**config.mk**
```make
export PLATFORM = sky130hd
export DESIGN_NAME = bpr_bank
export DESIGN_NICKNAME = d
export VERILOG_FILES = /design/src/rtl/bpr_pkg.sv /design/src/rtl/bpr_route.sv /design/src/rtl/bpr_store.sv /design/src/rtl/bpr_readout.sv /design/src/rtl/bpr_bank.sv
export SDC_FILE = /design/constraint.sdc
export NUM_CORES = 1
export LEC_CHECK = 0
export ABC_AREA = 1
export BUFFER_PORTS_ARGS = -buffer_cell sky130_fd_sc_hd__buf_4
export CAP_MARGIN = 0
export CORE_AREA = 8 8 51 53
export CTS_CLUSTER_DIAMETER = 150
export CTS_CLUSTER_SIZE = 28
export DETAILED_ROUTE_END_ITERATION = 12
export DIE_AREA = 0 0 59 61
export PLACE_DENSITY_LB_ADDON = 0.05
export SYNTH_ARGS = -nofsm -noshare
export SYNTH_HDL_FRONTEND = slang
export SYNTH_SLANG_ARGS = --single-unit
```
**constraint.sdc**
```tcl
create_clock -name clk -period 2.8 [get_ports clk]
set_input_delay 0.28 -clock clk [delete_from_list [all_inputs] [get_ports clk]]
set_output_delay 0.28 -clock clk [all_outputs]
set_load 0.01 [all_outputs]
```
**src/rtl/bpr_pkg.sv**
```systemverilog
package bpr_pkg;

  typedef enum logic [1:0] {
    GRP_G0   = 2'd0,
    GRP_G1S  = 2'd1,
    GRP_G1NS = 2'd2
  } grp_e;

  localparam int NUM_GRP = 3;

  typedef struct packed {
    grp_e grp;        // bank actually reached
    logic s_redir;    // secure group 1 folded onto group 0
    logic ns_common;  // non-secure common view: read +1, write dropped
  } route_t;

  // Steer one access to a bank from address and context.
  function automatic route_t route_access(
    input logic       bpr1,
    input logic       sec_below,
    input logic       at_mon,
    input logic [1:0] el,
    input logic       s_cbp,
    input logic       ns_cbp
  );
    route_t r;
    r.grp       = GRP_G0;
    r.s_redir   = 1'b0;
    r.ns_common = 1'b0;
    if (bpr1) begin
      r.grp = sec_below ? GRP_G1S : GRP_G1NS;
      if (r.grp == GRP_G1S && !at_mon && s_cbp) begin
        r.grp     = GRP_G0;
        r.s_redir = 1'b1;
      end else if (r.grp == GRP_G1NS && el != 2'd3 && ns_cbp) begin
        r.grp       = GRP_G0;
        r.ns_common = 1'b1;
      end
    end
    return r;
  endfunction

  // Increment by one, clamped at top.
  function automatic logic [7:0] sat_inc(input logic [7:0] v, input logic [7:0] top);
    return (v >= top) ? top : v + 8'd1;
  endfunction

endpackage

```
**src/rtl/bpr_route.sv**
```systemverilog
module bpr_route
  import bpr_pkg::*;
(
  input  logic       bpr1,
  input  logic       sec_below,
  input  logic       at_mon,
  input  logic [1:0] el,
  input  logic       s_cbp,
  input  logic       ns_cbp,
  output grp_e       grp,
  output logic       s_redir,
  output logic       ns_common
);
  route_t r;

  always_comb begin
    r         = route_access(bpr1, sec_below, at_mon, el, s_cbp, ns_cbp);
    grp       = r.grp;
    s_redir   = r.s_redir;
    ns_common = r.ns_common;
  end
endmodule

```
**src/rtl/bpr_store.sv**
```systemverilog
module bpr_store
  import bpr_pkg::*;
#(
  parameter int BPR_W      = 3,
  parameter int MIN_BPR    = 0,
  parameter int MIN_BPR_NS = 1
) (
  input  logic                              clk,
  input  logic                              rst_n,
  input  logic                              cfg_has_monitor,
  input  logic                              wr_en,
  input  grp_e                              wr_grp,
  input  logic [BPR_W-1:0]                  wr_val,
  output logic [NUM_GRP-1:0][BPR_W-1:0]     vals
);
  localparam logic [BPR_W-1:0] RST_MIN = BPR_W'(MIN_BPR);
  localparam logic [BPR_W-1:0] RST_NS  = BPR_W'(MIN_BPR_NS);

  for (genvar g = 0; g < NUM_GRP; g++) begin : g_bank
    logic [BPR_W-1:0] rst_val;
    if (g == int'(GRP_G1NS)) begin : g_ns
      assign rst_val = cfg_has_monitor ? RST_NS : RST_MIN;
    end else begin : g_plain
      assign rst_val = RST_MIN;
    end

    always_ff @(posedge clk) begin
      if (!rst_n) begin
        vals[g] <= rst_val;
      end else if (wr_en && wr_grp == grp_e'(g)) begin
        vals[g] <= wr_val;
      end
    end
  end
endmodule

```
**src/rtl/bpr_readout.sv**
```systemverilog
module bpr_readout
  import bpr_pkg::*;
#(
  parameter int DATA_W = 8,
  parameter int BPR_W  = 3
) (
  input  logic                          clk,
  input  logic                          rst_n,
  input  logic                          rd_en,
  input  grp_e                          rd_grp,
  input  logic                          rd_sat,
  input  logic [NUM_GRP-1:0][BPR_W-1:0] vals,
  output logic                          rd_valid,
  output logic [DATA_W-1:0]             rd_data
);
  localparam int SAT_MAX = (1 << BPR_W) - 1;

  logic [BPR_W-1:0] raw;
  logic [BPR_W-1:0] view;

  always_comb begin
    case (rd_grp)
      GRP_G1S:  raw = vals[1];
      GRP_G1NS: raw = vals[2];
      default:  raw = vals[0];
    endcase
    view = rd_sat ? BPR_W'(sat_inc(8'(raw), 8'(SAT_MAX))) : raw;
  end

  always_ff @(posedge clk) begin
    if (!rst_n) begin
      rd_valid <= 1'b0;
      rd_data  <= '0;
    end else begin
      rd_valid <= rd_en;
      if (rd_en) begin
        rd_data              <= '0;
        rd_data[BPR_W-1:0]   <= view;
      end
    end
  end
endmodule

```
**src/rtl/bpr_bank.sv**
```systemverilog
module bpr_bank
  import bpr_pkg::*;
#(
  parameter int DATA_W     = 8,
  parameter int BPR_W      = 3,
  parameter int MIN_BPR    = 0,
  parameter int MIN_BPR_NS = 1
) (
  input  logic              clk,
  input  logic              rst_n,
  input  logic              cfg_has_monitor,
  input  logic              acc_valid,
  input  logic              acc_write,
  input  logic              acc_bpr1,
  input  logic [DATA_W-1:0] acc_wdata,
  input  logic              ctx_sec_below_mon,
  input  logic              ctx_at_monitor,
  input  logic [1:0]        ctx_el,
  input  logic              ctl_s_cbp,
  input  logic              ctl_ns_cbp,
  output logic              rd_valid,
  output logic [DATA_W-1:0] rd_data,
  output logic              upd_pulse,
  output logic [BPR_W-1:0]  bpr_g0_o,
  output logic [BPR_W-1:0]  bpr_g1s_o,
  output logic [BPR_W-1:0]  bpr_g1ns_o
);
  // Named internal events for the checker
  grp_e                          tgt_grp;
  logic                          ev_s_redir;
  logic                          ev_ns_common;
  logic                          ev_wr_accept;
  logic                          ev_rd;
  logic [NUM_GRP-1:0][BPR_W-1:0] vals;
  logic                          unused_wdata_hi;

  assign unused_wdata_hi = ^acc_wdata[DATA_W-1:BPR_W];

  bpr_route u_route (
    .bpr1      (acc_bpr1),
    .sec_below (ctx_sec_below_mon),
    .at_mon    (ctx_at_monitor),
    .el        (ctx_el),
    .s_cbp     (ctl_s_cbp),
    .ns_cbp    (ctl_ns_cbp),
    .grp       (tgt_grp),
    .s_redir   (ev_s_redir),
    .ns_common (ev_ns_common)
  );

  assign ev_wr_accept = acc_valid && acc_write && !ev_ns_common;
  assign ev_rd        = acc_valid && !acc_write;

  bpr_store #(
    .BPR_W      (BPR_W),
    .MIN_BPR    (MIN_BPR),
    .MIN_BPR_NS (MIN_BPR_NS)
  ) u_store (
    .clk             (clk),
    .rst_n           (rst_n),
    .cfg_has_monitor (cfg_has_monitor),
    .wr_en           (ev_wr_accept),
    .wr_grp          (tgt_grp),
    .wr_val          (acc_wdata[BPR_W-1:0]),
    .vals            (vals)
  );

  bpr_readout #(
    .DATA_W (DATA_W),
    .BPR_W  (BPR_W)
  ) u_read (
    .clk      (clk),
    .rst_n    (rst_n),
    .rd_en    (ev_rd),
    .rd_grp   (tgt_grp),
    .rd_sat   (ev_ns_common),
    .vals     (vals),
    .rd_valid (rd_valid),
    .rd_data  (rd_data)
  );

  always_ff @(posedge clk) begin
    if (!rst_n) upd_pulse <= 1'b0;
    else        upd_pulse <= ev_wr_accept;
  end

  assign bpr_g0_o   = vals[0];
  assign bpr_g1s_o  = vals[1];
  assign bpr_g1ns_o = vals[2];
endmodule

```
-- Word-level counts from Yosys, hierarchy flattened
Index checks and enable logic that the tools add are counted.
W data, S select, Z words.
- register bits: 14
- input bits: 20
- add/sub/neg operators: 1
- $lt $le $gt $ge: 1
- equality and inequality tests: 6
- mux-type cells: 13
- reduce and logical (&&, ||, !) cells: 14
- operators by type and width (operator ; number):
    $mux W3 ; 4
    $logic_and A1 B1 Y1 ; 10
    $mux W2 ; 3
    $pmux W3 S2 ; 1
    $eq A2 B1 Y1 const B ; 2
    $eq A2 B2 Y1 const B ; 2
    $mux W1 ; 4
    $mux W4 ; 1
    $add A3 B1 Y3 const B ; 1
    $ge A3 B3 Y1 const B ; 1
    $logic_not A1 Y1 ; 3
    $logic_not A2 Y1 ; 1
    $ne A2 B1 Y1 const B ; 1
    $ne A2 B2 Y1 const B ; 1

-- Longest topological paths before layout
Gate-level depths: netlist of run 1.
- word-level depth: 12
- depth in mapped cells: 15
- gate-level depth less buffers: 15

-- By module
A second synthesis of run 1 with hierarchy kept.
- cells, all modules: 133
- area total of the unflattened synthesis: 928.4 um^2
- modules (own cells, without submodules) (module ; instances ; cells an instance ; area an instance (um^2)):
    bpr_store ; 1 ; 53 ; 422.9
    bpr_readout ; 1 ; 60 ; 397.9
    bpr_bank ; 1 ; 8 ; 55.1
    bpr_route ; 1 ; 12 ; 52.6

-- Worst setup path before layout of run 1
No wires, ideal clock.
- path type: input to register
- start point: input port ctx_sec_below_mon
- end point: register u_read.rd_data[2]
- setup time: 0.126 ns
- arrival time: 1.899 ns
- setup slack: 0.775 ns
- cell stages on the path: 15
- cell sequence: inv_2 > nand2_1 > a21oi_1 > inv_1 > ha_1 > inv_1 > nand3_2 > nand2_4 > inv_1 > ha_1 > ha_1 > nor2_1 > nand3_1 > nand2_1 > a21oi_1
- cells in the longest elaborated chain, start to end: 12
- elaborated cells on any way between the ends: 19
- those cells by class: 1 x add/sub; 1 x order compare; 4 x eq/ne; 9 x mux; 4 x reduce/logical
- ends and longest elaborated chain (item ; RTL line ; source):
    from (decl) ; bpr_bank.sv:16 ; input logic ctx_sec_below_mon,
    $mux W2 (*) ; bpr_pkg.sv:31 ; r.grp = sec_below ? GRP_G1S : GRP_G1NS;
    $eq A2 B2 Y1 ; bpr_pkg.sv:35 ; end else if (r.grp == GRP_G1NS && el != 2'd3 && ns_cbp) begin
    $logic_and A1 B1 Y1 (2 in series) ; bpr_pkg.sv:35 ;
    $mux W2 ; bpr_pkg.sv:35 ;
    $mux W2 ; bpr_pkg.sv:32 ; if (r.grp == GRP_G1S && !at_mon && s_cbp) begin
    $mux W4 (*) ; bpr_pkg.sv:30 ; if (bpr1) begin
    $eq A2 B2 Y1 / $eq A2 B1 Y1 (equally long branches) ; bpr_readout.sv:22 ; case (rd_grp)
    $pmux W3 S2 ; bpr_readout.sv:22 ;
    $add A3 B1 Y3 / $ge A3 B3 Y1 (equally long branches) ; bpr_pkg.sv:45 ; return (v >= top) ? top : v + 8'd1;
    $mux W3 ; bpr_pkg.sv:45 ;
    $mux W3 (*) ; bpr_readout.sv:27 ; view = rd_sat ? BPR_W'(sat_inc(8'(raw), 8'(SAT_MAX))) : raw;
    to (signal, indexed assignment) ; bpr_readout.sv:38 ; rd_data[BPR_W-1:0] <= view;
    to (decl) ; bpr_readout.sv:14 ; output logic [DATA_W-1:0] rd_data
Every way passes the cells marked *; elsewhere a longest branch is shown, timed or not.
A chain may end at the register's enable or synchronous reset.

-- Worst setup path after layout of run 1
Same ends and word-level chain as after synthesis.

==> impl_metrics.json, run 1 <==
{
  "htree_num_levels": 1,
  "synth-seq-area-share_pct": 37.4,
  "fin_worst_skew_ns": 0.00611,
  "synth_warnings": 0,
  "fin_setup_tns_ns": 0,
  "vias": 782,
  "synth_compound_area_share_pct": 9.65,
  "synth_async_sr_flop_share_pct": 0,
  "core_um2": 1840,
  "synth.cell_area_um2": 830,
  "grt_pass1_wl_mm": 3.18,
  "dieArea_um2": 3600,
  "drt_iter0_markers": 16,
  "place_area_um2": 1050,
  "root_buffer": "clkbuf_4",
  "cp_max_fo": 4,
  "final_layout_size_suffix_gt1_share_pct": 29.0,
  "synth_fa_ha_area_share_pct": 7.54,
  "numCtsBuffers": 3,
  "slowest_delay_ns": 0.33,
  "pin_count": 39,
  "crit_type": "in -> reg",
  "nets": 171,
  "synth-seq-cells": 14,
  "antenna_left": 0,
  "path_cells": "buf_4, inv_2, nand2_1, a21oi_1, inv_1, ha_1, inv_1, nand3_1, nand2_1, inv_2, ha_1, ha_1, nor2_1, nand3_1, nand2_1, a21oi_1",
  "seqCellArea_um2": 310,
  "cpMaxStageDelayCell": "ha_1",
  "routed_wl_mm": 1.93,
  "status": "finished clean",
  "grt_start_max_net_pins": 12,
  "synthCells": 115,
  "min_path_type": "in -> reg",
  "final-hold-violation-count": 0,
  "die_w_um": 59,
  "first_pass_iters": 4,
  "num-fill-cells": 192,
  "setup_viol_count_final": 0,
  "finalCriticalPeriod_ns": 2.04,
  "final_cell_mix": "nand2_1 (31), buf_4 (28), inv_1 (16)",
  "syn_to_final_growth_pct": 30.6,
  "finalNonFillerCells": 172,
  "synth_top_family_by_area": "simple AND/OR/NAND/NOR gates",
  "clkTransAtPathRegs_ns": 0.09,
  "whs_ns": 0.166,
  "rows": 16,
  "cts_tree": "built",
  "cts_resized": 0,
  "grt-ovfl-total": 0,
  "grt_pass1_vias": 745,
  "synthMuxAreaShare_pct": 0,
  "clkLatencyLatePin_ns": 0.29,
  "vdd_ir_drop_max_mv": 0.267,
  "avgSynthCellArea_um2": 7.21,
  "final_area_um2": 1080,
  "power.density_nw_per_um2": 457,
  "start_util_pct": 45.0,
  "p_leak_nw": 0.555,
  "dp_hpwl_mm": 1.60,
  "diodes": 0,
  "synth_edf_count": 3,
  "multi_input_area_um2": 425,
  "via_per_inst": 4.55,
  "synth_xor_area_share_pct": 0,
  "clock-sinks": 14,
  "rsz0062_at_grt": "false",
  "r2r.worst_path.cells": 10,
  "worstHoldPathCells": 2,
  "ys.flop_type": "dfxtp_1",
  "layout_commonest_cell": "nand2_1",
  "maxSlewViolCount": 0,
  "drc": 0,
  "ctsHoldBuffers": 0,
  "yosys.area_share.simple_pct": 31.8,
  "io_buffers": 28,
  "end_kind": "flip-flop",
  "die_h_um": 61,
  "track_usage_pct": 11.6,
  "antenna_found_initial": 0,
  "cp.arrival_ns": 2.21,
  "yosys.cell_types.count": 22,
  "globalplace.congestion": 0.805,
  "max_freq_ghz": 0.490,
  "worstPathRequired_ns": 2.97,
  "fin_crit_sh_pct": 72.9,
  "dpl.cell_count": 168,
  "finalPower_w": 0.000495,
  "wire_per_inst_um": 11.2,
  "maxCapViolations": 0,
  "post_cts_buffers": 0,
  "worst_setup_path_start_kind": "input pin",
  "clockBufferDepth": 2
}
final timing paths:
| path | from | to | slack [ns] |
|---|---|---|---|
| setup / recovery | ctx_sec_below_mon | u_read.rd_data[2] | 0.76 |
| hold / removal | acc_write | u_read.rd_valid | 0.17 |
| setup reg to reg | u_store.vals[6] | u_read.rd_data[2] | 1.19 |
| hold reg to reg | u_store.vals[2] | u_store.vals[2] | 0.47 |
kinds of logic after synthesis:
family	after synthesis
and+or+nand+nor	55
AOI/OAI and AO/OA	16
DFF	14
buffers and inverters	24
other	1
adders and majority gates	5
power breakdown:
group	switching, W	internal [W]	total (W)
logic	0.0000675	0.0000523	0.000120
clock network	0.0000725	0.0000792	0.000152
registers	0.00000553	0.000218	0.000224
total	0.000145	0.000350	0.000495
through the flow:
stage	util, %	setup WS [ns]
floorplan	-	0.775
global placement	56.9	0.500
detailed placement	56.9	0.468
CTS	58.8	0.758
global route	58.8	0.613
finish	58.8	0.759
flip-flops by register name, indices dropped and copies added (netlist names):
register	flops
u_store.vals	9
u_read.rd_valid	1
upd_pulse	1
u_read.rd_data	3
synth_stat cells (2+ instances only):
master     n  area share [%]
o21ai_0    3             1.8
a21oi_1   10             6.0
nor2_1     6             2.7
dfxtp_1   11              27
nand2_1   31              14
o21ai_1    3             1.8
inv_2      2            0.91
ha_1       5             7.5
buf_4      5             4.5
edfxtp_1   3              11
nand3_1    8             4.8
inv_1     16             7.2
nand2_2    3             2.3
metal layers:
metal / track usage, % / routed length, µm
met1: 11.4 / 782
met2: 20.2 / 913
met3: 5.30 / 198
met4: 6.14 / 39
met5: 0 / 0
worst max-delay path, delay by kind of cell:
| family | cells | cell delay, ns |
|---|---|---|
| AOI/OAI and AO/OA | 2 | 0.24 |
| adders and majority gates | 3 | 0.79 |
| and+or+nand+nor | 6 | 0.48 |
| buffers and inverters | 5 | 0.42 |
layout make-up:
type | instances | share of cell area, %
multi-input cells | 81 | 39.3
inverters | 18 | 6.24
well taps | 27 | 3.12
repair buffers | 28 | 19.4
flip-flops and latches | 14 | 28.6
clock buffers | 4 | 3.35
(Power assumes the default switching activity.)
==> run 2: changes to the inputs <==
--- a/config.mk
+++ b/config.mk
@@ -8,11 +8,11 @@
 export ABC_AREA = 1
 export BUFFER_PORTS_ARGS = -buffer_cell sky130_fd_sc_hd__buf_4
 export CAP_MARGIN = 0
-export CORE_AREA = 8 8 51 53
+export CORE_AREA = 8 8 52 54
 export CTS_CLUSTER_DIAMETER = 150
 export CTS_CLUSTER_SIZE = 28
 export DETAILED_ROUTE_END_ITERATION = 12
-export DIE_AREA = 0 0 59 61
+export DIE_AREA = 0 0 60 62
 export PLACE_DENSITY_LB_ADDON = 0.05
 export SYNTH_ARGS = -nofsm -noshare
 export SYNTH_HDL_FRONTEND = slang
==> constraint.sdc (replaced) <==
create_clock -name clk -period 1.9 [get_ports clk]
set_input_delay 0.19 -clock clk [delete_from_list [all_inputs] [get_ports clk]]
set_output_delay 0.19 -clock clk [all_outputs]
set_load 0.01 [all_outputs]
==> impl_metrics.json, run 2 (synthesis results as in run 1) <==
{
  "vias": 791,
  "grt-ovfl-total": 0,
  "wire_per_inst_um": 10.7,
  "grt_pass1_vias": 735,
  "largest_reg_flops": 9,
  "clock-sinks": 14,
  "p_leak_nw": 0.595,
  "seq_power_share_pct": 46.2,
  "p_clk_share_pct": 24.7,
  "final_cell_mix": "buf_4 (38), nand2_1 (31), inv_1 (15)",
  "num-fill-cells": 196,
  "cts_resized": 0,
  "worstPathRequired_ns": 2.06,
  "dieArea_um2": 3720,
  "cts_tree": "built",
  "dp_hpwl_mm": 1.66,
  "finalCriticalPeriod_ns": 1.73,
  "die_h_um": 62,
  "max_freq_ghz": 0.578,
  "first_pass_iters": 2,
  "start_util_pct": 43.6,
  "clockBufferDepth": 2,
  "rsz0062_at_grt": "false",
  "clkTransAtPathRegs_ns": 0.07,
  "final_layout_size_suffix_gt1_share_pct": 35.5,
  "fin_crit_sh_pct": 91.1,
  "p_int_w": 0.000505,
  "final-hold-violation-count": 0,
  "finalPower_w": 0.000715,
  "io_buffers": 28,
  "clkLatencyLatePin_ns": 0.28,
  "seqCellArea_um2": 310,
  "power.density_nw_per_um2": 613,
  "ctsHoldBuffers": 0,
  "numCtsBuffers": 3,
  "top_register": "u_store.vals",
  "grt_pass1_wl_mm": 2.99,
  "multi_input_area_um2": 444,
  "drt_iter0_markers": 19,
  "routed_wl_mm": 1.96,
  "end_kind": "flip-flop",
  "drc": 0,
  "final_util_pct": 61.4,
  "rows": 16,
  "cp_max_fo": 4,
  "grt_start_max_net_pins": 12,
  "track_usage_pct": 10.8,
  "crit_type": "in -> reg",
  "status": "finished clean",
  "switchingPower_w": 0.000210,
  "die_w_um": 60,
  "worst_setup_path_start_kind": "input pin",
  "htree_num_levels": 1,
  "globalplace.congestion": 0.835,
  "vdd_ir_drop_max_mv": 0.459,
  "antenna_left": 0,
  "maxSlewViolCount": 0,
  "pin_count": 39,
  "min_path_type": "in -> reg",
  "antenna_found_initial": 0,
  "maxCapViolations": 0,
  "setup_viol_count_final": 0,
  "reg.largest.list": "u_store.vals x9, u_read.rd_data x3",
  "via_per_inst": 4.35,
  "syn_to_final_growth_pct": 40.7,
  "post_cts_buffers": 0,
  "combPwrFrac_pct": 29.1,
  "p_sw_share_pct": 29.3,
  "root_buffer": "clkbuf_4",
  "nets": 181,
  "fin_worst_skew_ns": 0.00894,
  "core_um2": 1900,
  "cp.arrival_ns": 1.89,
  "layout_commonest_cell": "buf_4",
  "diodes": 0
}
## run 2: changes by cell type in the layout (fill, tap and decap cells not counted)
cell / delta
buf_4: +10
a21oi_1: -1
a21oi_2: +1
clkbuf_1: +1
clkbuf_8: -1
ha_1: -1
ha_4: +1
inv_1: -1
inv_2: +1
nor2_1: -1
nor2_2: +1
## run 2: per-stage QoR
stage | instances | TNS, ns | setup WS [ns] | instance area [µm²] | hold slack (ns)
3_3_place_gp | 178 | -0.338 | -0.185 | 1130 | 0.377
3_5_place_dp | 178 | -0.413 | -0.205 | 1130 | 0.378
2_1_floorplan | 119 | 0 | 0.0148 | 848 | 0.269
5_1_grt | 182 | 0 | 0.000554 | 1170 | 0.0845
6_report | 182 | 0 | 0.169 | 1170 | 0.0842
4_1_cts | 182 | 0 | 0.0856 | 1150 | 0.0785
## run 2: routing by layer
metal	vias up	share of wire, %	global-route usage, %
li1	433	-	-
met1	334	43	11.9
met2	20	49	17.5
met3	4	4.3	1.44
met4	0	3.4	10.2
met5	-	0	0
## run 2: final timing paths
| kind | startpoint | endpoint | slack [ns] | cells after the start |
|---|---|---|---|---|
| min reg2reg | u_store.vals[0] | u_store.vals[0] | 0.48 | 2 |
| max | ctx_sec_below_mon | u_read.rd_data[2] | 0.17 | 16 |
| min | acc_write | u_read.rd_valid | 0.08 | 2 |
| max reg2reg | u_store.vals[7] | u_read.rd_data[2] | 0.34 | 10 |
## run 2: area by class of cell
class / instances / area share (%)
Multi-Input combinational cell: 81 / 38.0
Sequential cell: 14 / 26.6
Timing Repair Buffer: 38 / 24.4
Inverter: 18 / 5.79
Tap cell: 27 / 2.89
Clock buffer: 4 / 2.25
## run 2: worst max-delay path: stages
cell     delay (ns)
buf_4          0.11
inv_2          0.03
nand2_1        0.06
a21oi_2        0.12
inv_1          0.10
ha_4           0.24
inv_2          0.08
nand3_1        0.07
nand2_1        0.09
inv_2          0.05
ha_1           0.19
ha_1           0.27
nor2_1         0.10
nand3_1        0.08
nand2_1        0.06
a21oi_1        0.05
## run 2: power groups by stage
stage / Sequential, W / Combinational (W) / Clock (W)
finish: 0.000330 / 0.000208 / 0.000177
floorplan: 0.000345 / 0.000107 / 0
CTS: 0.000331 / 0.000204 / 0.000182
global route: 0.000333 / 0.000232 / 0.000191
detailed placement: 0.000338 / 0.000204 / 0
global placement: 0.000337 / 0.000201 / 0
